**src/rtl/xbus_arb_pkg.sv**
```systemverilog
// Shared types for the external bus arbiter.
// Assumes: a single owner state machine; encodings are local to this block.
package xbus_arb_pkg;

    // Bus ownership phase
    typedef enum logic [1:0] {
        XB_OWN    = 2'd0,   // local processor drives the bus
        XB_GRANT  = 2'd1,   // outside master owns the bus
        XB_RETURN = 2'd2    // grant dropped, drivers still off
    } xb_state_e;

endpackage

```
**src/rtl/xbus_req_sync.sv**
```systemverilog
// Request synchronizer: carries the asynchronous request into the clock
// domain through a chain of STAGES flops.
// Assumes: STAGES >= 1; the input may change at any time.
module xbus_req_sync #(
    parameter int STAGES = 2
) (
    input  logic clk,
    input  logic rst_n,
    input  logic req_async,
    output logic req_sync
);

    logic [STAGES-1:0] chain;

    genvar g;
    generate
        for (g = 0; g < STAGES; g++) begin : g_stage
            if (g == 0) begin : g_first
                // first flop samples the raw request
                always_ff @(posedge clk) begin
                    if (!rst_n) chain[0] <= 1'b0;
                    else        chain[0] <= req_async;
                end
            end else begin : g_next
                // later flops shift the sample along the chain
                always_ff @(posedge clk) begin
                    if (!rst_n) chain[g] <= 1'b0;
                    else        chain[g] <= chain[g-1];
                end
            end
        end
    endgenerate

    assign req_sync = chain[STAGES-1];

endmodule

```
**src/rtl/xbus_grant_fsm.sv**
```systemverilog
// Ownership state machine: hands the bus over once it is idle and a
// synchronized request is present. On release it holds the drivers off
// for GAP cycles after grant falls.
// Assumes: acc_busy covers every cycle of an external access; GAP >= 1.
module xbus_grant_fsm
    import xbus_arb_pkg::*;
#(
    parameter int GAP = 1
) (
    input  logic      clk,
    input  logic      rst_n,
    input  logic      req_sync,
    input  logic      acc_busy,
    output xb_state_e state,
    output logic      drv_oe,
    output logic      grant
);

    localparam int GAP_W = (GAP > 1) ? $clog2(GAP) : 1;
    localparam logic [GAP_W-1:0] GAP_LAST = GAP_W'(GAP - 1);

    xb_state_e        state_q, state_d;
    logic [GAP_W-1:0] gap_q, gap_d;

    // next-state decision for the ownership phase
    always_comb begin
        state_d = state_q;
        gap_d   = gap_q;
        unique case (state_q)
            XB_OWN: begin
                gap_d = '0;
                if (req_sync && !acc_busy) state_d = XB_GRANT;
            end
            XB_GRANT: begin
                gap_d = '0;
                if (!req_sync) state_d = XB_RETURN;
            end
            XB_RETURN: begin
                if (gap_q == GAP_LAST) begin
                    state_d = XB_OWN;
                    gap_d   = '0;
                end else begin
                    gap_d = gap_q + 1'b1;
                end
            end
            default: state_d = XB_OWN;
        endcase
    end

    // state and gap counter registers
    always_ff @(posedge clk) begin
        if (!rst_n) begin
            state_q <= XB_OWN;
            gap_q   <= '0;
        end else begin
            state_q <= state_d;
            gap_q   <= gap_d;
        end
    end

    // registered driver enable and grant, switched on the same edge
    always_ff @(posedge clk) begin
        if (!rst_n) begin
            drv_oe <= 1'b1;
            grant  <= 1'b0;
        end else begin
            drv_oe <= (state_d == XB_OWN);
            grant  <= (state_d == XB_GRANT);
        end
    end

    assign state = state_q;

endmodule

```
**src/rtl/xbus_core_gate.sv**
```systemverilog
// Processor gating: decides whether the processor may execute and whether
// it may start an external access, and raises the stall flag.
// Assumes: acc_need is the processor's wish for the bus in this cycle.
module xbus_core_gate
    import xbus_arb_pkg::*;
(
    input  xb_state_e state,
    input  logic      grant,
    input  logic      req_sync,
    input  logic      acc_need,
    input  logic      go_mode,
    input  logic      core_boot,
    output logic      acc_go,
    output logic      core_run,
    output logic      grant_hung
);

    logic owned;
    logic may_run;

    // access start allowed only on an owned bus with no request pending
    always_comb begin
        owned  = (state == XB_OWN);
        acc_go = owned && !req_sync;
    end

    // execution permission per phase and mode
    always_comb begin
        if (owned)        may_run = !(acc_need && !acc_go);
        else if (go_mode) may_run = !acc_need;
        else              may_run = 1'b0;
        core_run = may_run && !core_boot;
    end

    // stall flag: processor wants the bus the master currently holds
    always_comb begin
        grant_hung = grant && acc_need;
    end

endmodule

```
**src/rtl/xbus_arbiter.sv**
```systemverilog
// External bus request/grant arbiter, top level. It synchronizes the outside
// request, runs the ownership state machine and gates the processor.
// Assumes: the processor core and memory timing sit outside; core_boot only
// affects execution, never request handling.
module xbus_arbiter
    import xbus_arb_pkg::*;
#(
    parameter int SYNC_STAGES = 2,
    parameter int RETURN_GAP  = 1
) (
    input  logic clk,
    input  logic rst_n,
    input  logic ext_req,
    input  logic go_mode,
    input  logic core_boot,
    input  logic xacc_busy,
    input  logic xacc_need,
    output logic bus_oe,
    output logic bus_grant,
    output logic grant_hung,
    output logic core_run,
    output logic xacc_go
);

    logic      req_s;
    xb_state_e st;

    xbus_req_sync #(
        .STAGES (SYNC_STAGES)
    ) u_sync (
        .clk       (clk),
        .rst_n     (rst_n),
        .req_async (ext_req),
        .req_sync  (req_s)
    );

    xbus_grant_fsm #(
        .GAP (RETURN_GAP)
    ) u_fsm (
        .clk      (clk),
        .rst_n    (rst_n),
        .req_sync (req_s),
        .acc_busy (xacc_busy),
        .state    (st),
        .drv_oe   (bus_oe),
        .grant    (bus_grant)
    );

    xbus_core_gate u_gate (
        .state      (st),
        .grant      (bus_grant),
        .req_sync   (req_s),
        .acc_need   (xacc_need),
        .go_mode    (go_mode),
        .core_boot  (core_boot),
        .acc_go     (xacc_go),
        .core_run   (core_run),
        .grant_hung (grant_hung)
    );

endmodule

```
**config.mk**
```make
export PLATFORM = sky130hd
export DESIGN_NAME = xbus_arbiter
export DESIGN_NICKNAME = d
export VERILOG_FILES = /design/src/rtl/xbus_arb_pkg.sv /design/src/rtl/xbus_req_sync.sv /design/src/rtl/xbus_grant_fsm.sv /design/src/rtl/xbus_core_gate.sv /design/src/rtl/xbus_arbiter.sv
export SDC_FILE = /design/constraint.sdc
export NUM_CORES = 1
export LEC_CHECK = 0
export ABC_AREA = 0
export BUFFER_PORTS_ARGS = -buffer_cell sky130_fd_sc_hd__buf_2
export CORE_AREA = 2 2 39 41
export CTS_CLUSTER_SIZE = 16
export DETAILED_ROUTE_END_ITERATION = 10
export DIE_AREA = 0 0 41 43
export SYNTH_ARGS = -nofsm -noshare
export SYNTH_HDL_FRONTEND = slang
export SYNTH_SLANG_ARGS = --single-unit
```
**constraint.sdc**
```tcl
create_clock -name clk -period 0.9 [get_ports clk]
set_input_delay 0.135 -clock clk [delete_from_list [all_inputs] [get_ports clk]]
set_output_delay 0.135 -clock clk [all_outputs]
set_load 0.02 [all_outputs]
```
* Yosys cells after proc, flatten, opt, wreduce, memory -nomap -nowiden
Cells that the tools add are included.
** Cells by class
- Reduce and logical (&&, ||, !) cells :: 15
- $add $sub $neg :: 1
- Multiplexer cells :: 8
- Equality and inequality tests :: 3
** Operator list (count)
- $logic_not A1 Y1 :: 6
- $mux W2 :: 3
- $pmux W2 S3 :: 1
- $logic_and A1 B1 Y1 :: 5
- $eq A2 B1 Y1 const B :: 2
- $logic_not A2 Y1 :: 2
- $mux W1 :: 3
- $eq A2 B2 Y1 const B :: 1
- $pmux W1 S2 :: 1
- $reduce_bool A2 Y1 :: 1
- $reduce_or A2 Y1 :: 1
- $add A1 B1 Y1 const B :: 1
** Storage, ports and cells
- Bits in registers :: 7
- Output and inout bits :: 5

* Logic depth before layout (Yosys ltp)
- Depth after elaboration :: 7
- Mapped depth :: 2
- Mapped depth without buffers :: 2

* Cells and area by module
A second synthesis with hierarchy kept.
** Second synthesis, totals
- Cells, all modules :: 20
- Area, all modules :: 220.2 µm²
** Modules (own cells, without submodules)
- xbus_grant_fsm :: sequential area each 80.1 µm², cells each 11, instances 1, area an instance 132.6 µm²
- xbus_req_sync :: sequential area each 40.0 µm², cells each 4, instances 1, area an instance 52.6 µm²
- xbus_core_gate :: sequential area each 0.0 µm², cells each 5, instances 1, area an instance 35.0 µm²

* Least setup slack after synthesis
OpenSTA, ideal clock, no wires.
- Path type :: register -> output
- Start point :: register u_fsm.state_q[1] (netlist: u_fsm.state[1])
- End point :: output core_run
- Path buffers :: 0
- Slack :: -0.062 ns
- Data arrival time :: 0.827 ns
- Cell stages (with the launch flop) :: 3
- Required time :: 0.765 ns
- Cells stage by stage :: dfxtp_1 a211o_1 a21oi_2
** Between the ends
- Cells in the longest elaborated chain, start to end :: 7
** RTL lines
- from (decl) :: RTL line xbus_grant_fsm.sv:22 : xb_state_e state_q, state_d;
- from (signal assigned) :: RTL line xbus_grant_fsm.sv:56 : state_q <= state_d;
- $logic_not A2 Y1 (*) :: RTL line xbus_core_gate.sv:23 : owned = (state == XB_OWN);
- $logic_and A1 B1 Y1 :: RTL line xbus_core_gate.sv:24 : acc_go = owned && !req_sync;
- $logic_not A1 Y1 :: RTL line xbus_core_gate.sv:29 : if (owned) may_run = !(acc_need && !acc_go);
- $logic_and A1 B1 Y1 :: RTL line xbus_core_gate.sv:29
- $logic_not A1 Y1 :: RTL line xbus_core_gate.sv:29
- $mux W1 (*) :: RTL line xbus_core_gate.sv:29
- $logic_and A1 B1 Y1 (*) :: RTL line xbus_core_gate.sv:32 : core_run = may_run && !core_boot;
- to (decl) :: RTL line xbus_arbiter.sv:21 : output logic core_run,
Every way passes the cells marked *; elsewhere a longest branch is shown, timed or not.

* Final worst setup path
Same ends and word-level chain as after synthesis.

==> summary.txt <==
gr ovfl total - 0
Layout Nets - 47
Mapped Avg Cell Area - 10.8 sq um
Worst Reg2Reg Path Length in Cells - 4
RSZ-0062 raised after global routing - yes
r2r startpoint - u_fsm.state[0]
final setup violation count - 5
Post-Synth XOR/XNOR Area - 0%
P_int - 472 uW
Critical Path RT - 0.76 ns
RR Endpoint - u_fsm.state[0]
Hold Path Origin - ext_req
IO Count - 12
CTS buffer count - 3
Via-to-Cell Ratio - 3.85
clk sinks - 6
Area Overhead vs Synth - 90.1%
die span in x - 41 um
DRC - 0
wire length per cell - 9.44 um
multi-input logic area - 131 sq um
root buffer cell - clkbuf_4
most area-consuming cells after synthesis - dfxtp_1 (56%), and2_1 (8.7%), and3_1 (5.8%)
final-report hold violation count - 0
switching share of power - 24.2%
status - finished with violations
Power Dens Cells - 1520 mW/mm^2
Netlist cell types - 11
Total Routing Usage GR - 7.14%
Post-Synth Simple-Gate Area - 33.7%
maximum vdd ir drop - 0.724 mV
ANT cells - 0
failing checks - setup timing
number of synthesized flops with an enable pin - 0
share of cells above drive strength 1 - 65.8%
CP arrival - 1.10 ns
Mapped Area - 215 sq um
WS Path Type - flop to primary output
final setup margin - -0.337 ns
Hold Buf Count CTS - 0
number of global-route vias before repair - 186
worst-path maximum fanout - 2
CTS H-tree lvls - 1
worst-skew pair later-pin latency - 0.25 ns
starting density of the core - 15.6%
Detail Route Antenna Nets - 0
Tmin final - 1.24 ns
1st-iter DRT viols - 3
pins over their slew limit - 0
Critical Path Start - u_fsm.state[1]
most common cell in the synthesized netlist - dfxtp_1
slew at the pin with the worst max-slew slack - 0.158 ns
Highest Clock Rate - 808 MHz
Vert. Die Dim - 43 um
Flop pwr share - 44.4%
ys flop type - dfxtp_1
max_slew headroom - 89.3%
adder-cell area share of the yosys netlist - 0%
IO Port Bufs - 11
Min-Delay Path Depth - 2
Reg area - 121 sq um
CP endpoint kind - primary output
post-synthesis register bit count - 6
Initial DRT Pass Iterations - 2
Logic pwr share - 13.5%
Post-DP HPWL - 333 um
gpl congestion - 0.670
Worst setup SP type - flop
sequential share of the synthesized area - 55.8%
fin util - 29.6%
first-pass GRT wire length - 759 um
Syn Nets - 27
vias - 208
Post-synth ARST share - 0%
Worst Hold Class - primary input to flop
Synth Area in Compound Gates - 10.5%
top cell type's share of synthesized area - 55.8%
post-synth top area cell - dfxtp_1
CTS Buffer Depth - 2
r2r setup slk - -0.03 ns
mux cell area share after synthesis - 0%
largest net degree at the start of global routing - 6
Worst-path clk slew - 0.05 ns
largest family of logic cells by synthesized area - simple AND/OR/NAND/NOR gates
Pleak - 0.192 nW
top post-synthesis cells by count - dfxtp_1 (6), and2_1 (3), and3_1 (2), nand2b_1 (2)
worst hold endpoint - u_sync.chain[0]
FP Rows - 14
Core Box Area - 0.00138 sq mm
filler instances - 142
drt total wl - 510 um
max_cap viols - 0
synth warn - 0
Hold Worst Slack - 0.0888 ns
Tcrit/Tclk final - 137%
die area - 0.00176 sq mm
Synth Instances - 20
Clock Power Share - 42.1%
Worst Skew - 0.00166 ns
switching power - 151 uW
CTS tree - built
antenna violations before repair - 0
[per-stage QoR]
stage / setup slack (ns) / std cells / area, sq um / power, mW / TNS (ns)
after floorplan: -0.0371 / 20 / 228 / 0.315 / -0.0371
after global placement: -0.0945 / 50 / 325 / 0.345 / -0.0945
after detailed placement: -0.103 / 50 / 325 / 0.346 / -0.103
after CTS: -0.346 / 53 / 363 / 0.612 / -0.667
after global routing: -0.365 / 54 / 409 / 0.662 / -0.893
final: -0.337 / 54 / 409 / 0.622 / -0.689
[power by group through the flow]
stage / clock, mW / combinational, mW / sequential [mW]
after floorplan: 0 / 0.0303 / 0.285
after global placement: 0 / 0.0637 / 0.281
after detailed placement: 0 / 0.0647 / 0.281
after CTS: 0.264 / 0.0717 / 0.276
after global routing: 0.294 / 0.0908 / 0.276
final: 0.262 / 0.0841 / 0.276
[placed cells by master, fill, tap and decap left out]
master | synthesis | final
dfxtp_2 | 0 | 1
and2_1 | 3 | 3
buf_2 | 0 | 7
o21ai_0 | 1 | 1
buf_4 | 0 | 3
nand2b_4 | 0 | 1
nor2b_2 | 1 | 1
nor2b_1 | 1 | 1
nand2b_1 | 2 | 1
a21oi_4 | 0 | 1
nor3_4 | 0 | 1
dfxtp_1 | 6 | 5
and3_4 | 0 | 2
a211o_1 | 1 | 1
buf_6 | 0 | 5
clkbuf_4 | 0 | 3
and3b_1 | 1 | 1
[how the worst max path moves through the flow]
| stage | endpoint | slack [ns] | cells past startpoint |
|---|---|---|---|
| finish | core_run | -0.34 | 3 |
| global route | core_run | -0.37 | 3 |
| CTS | core_run | -0.35 | 3 |
| detailed placement | core_run | -0.10 | 3 |
| global placement | core_run | -0.09 | 3 |
| floorplan | core_run | -0.04 | 2 |
[repair_timing]
action,in CTS,in global routing
buffers inserted,0,1
setup endpoints to repair,3,6
gates resized for setup,5,9
pin swaps,1,2
[critical path, stage by stage, from the launching register on]
cell and delay, ns:
dfxtp_1 0.31, a211o_1 0.30, a21oi_4 0.13, buf_6 0.12
[sequential cells by signal (all words and copies together), names as in the netlist]
name,flops
u_fsm.drv_oe,1
u_fsm.grant,1
u_fsm.state,2
u_sync.chain,1
u_sync.req_sync,1
[cells by family (layout without fill, tap and decap cells)]
group                  after synthesis  count (layout)
AO/OA/AOI/OAI                        3               3
flip-flops                           6               6
AND/OR/NAND/NOR                     11              11
buffers and inverters                0              18
[area by class of cell]
| type | instances | share of cell area, % |
|---|---|---|
| clock buffer | 3 | 5.50 |
| timing repair buffer | 15 | 27.8 |
| sequential | 6 | 29.7 |
| multi-input combinational | 14 | 32.1 |
| tap | 16 | 4.89 |
[routing by layer]
layer	routed length (um)	up-vias	global-route usage (%)
met5	0	-	0
met4	16	0	8.00
met3	41	2	4.71
met2	269	9	8.13
met1	183	91	7.74
li1	-	106	-
(Power assumes the default switching activity.)
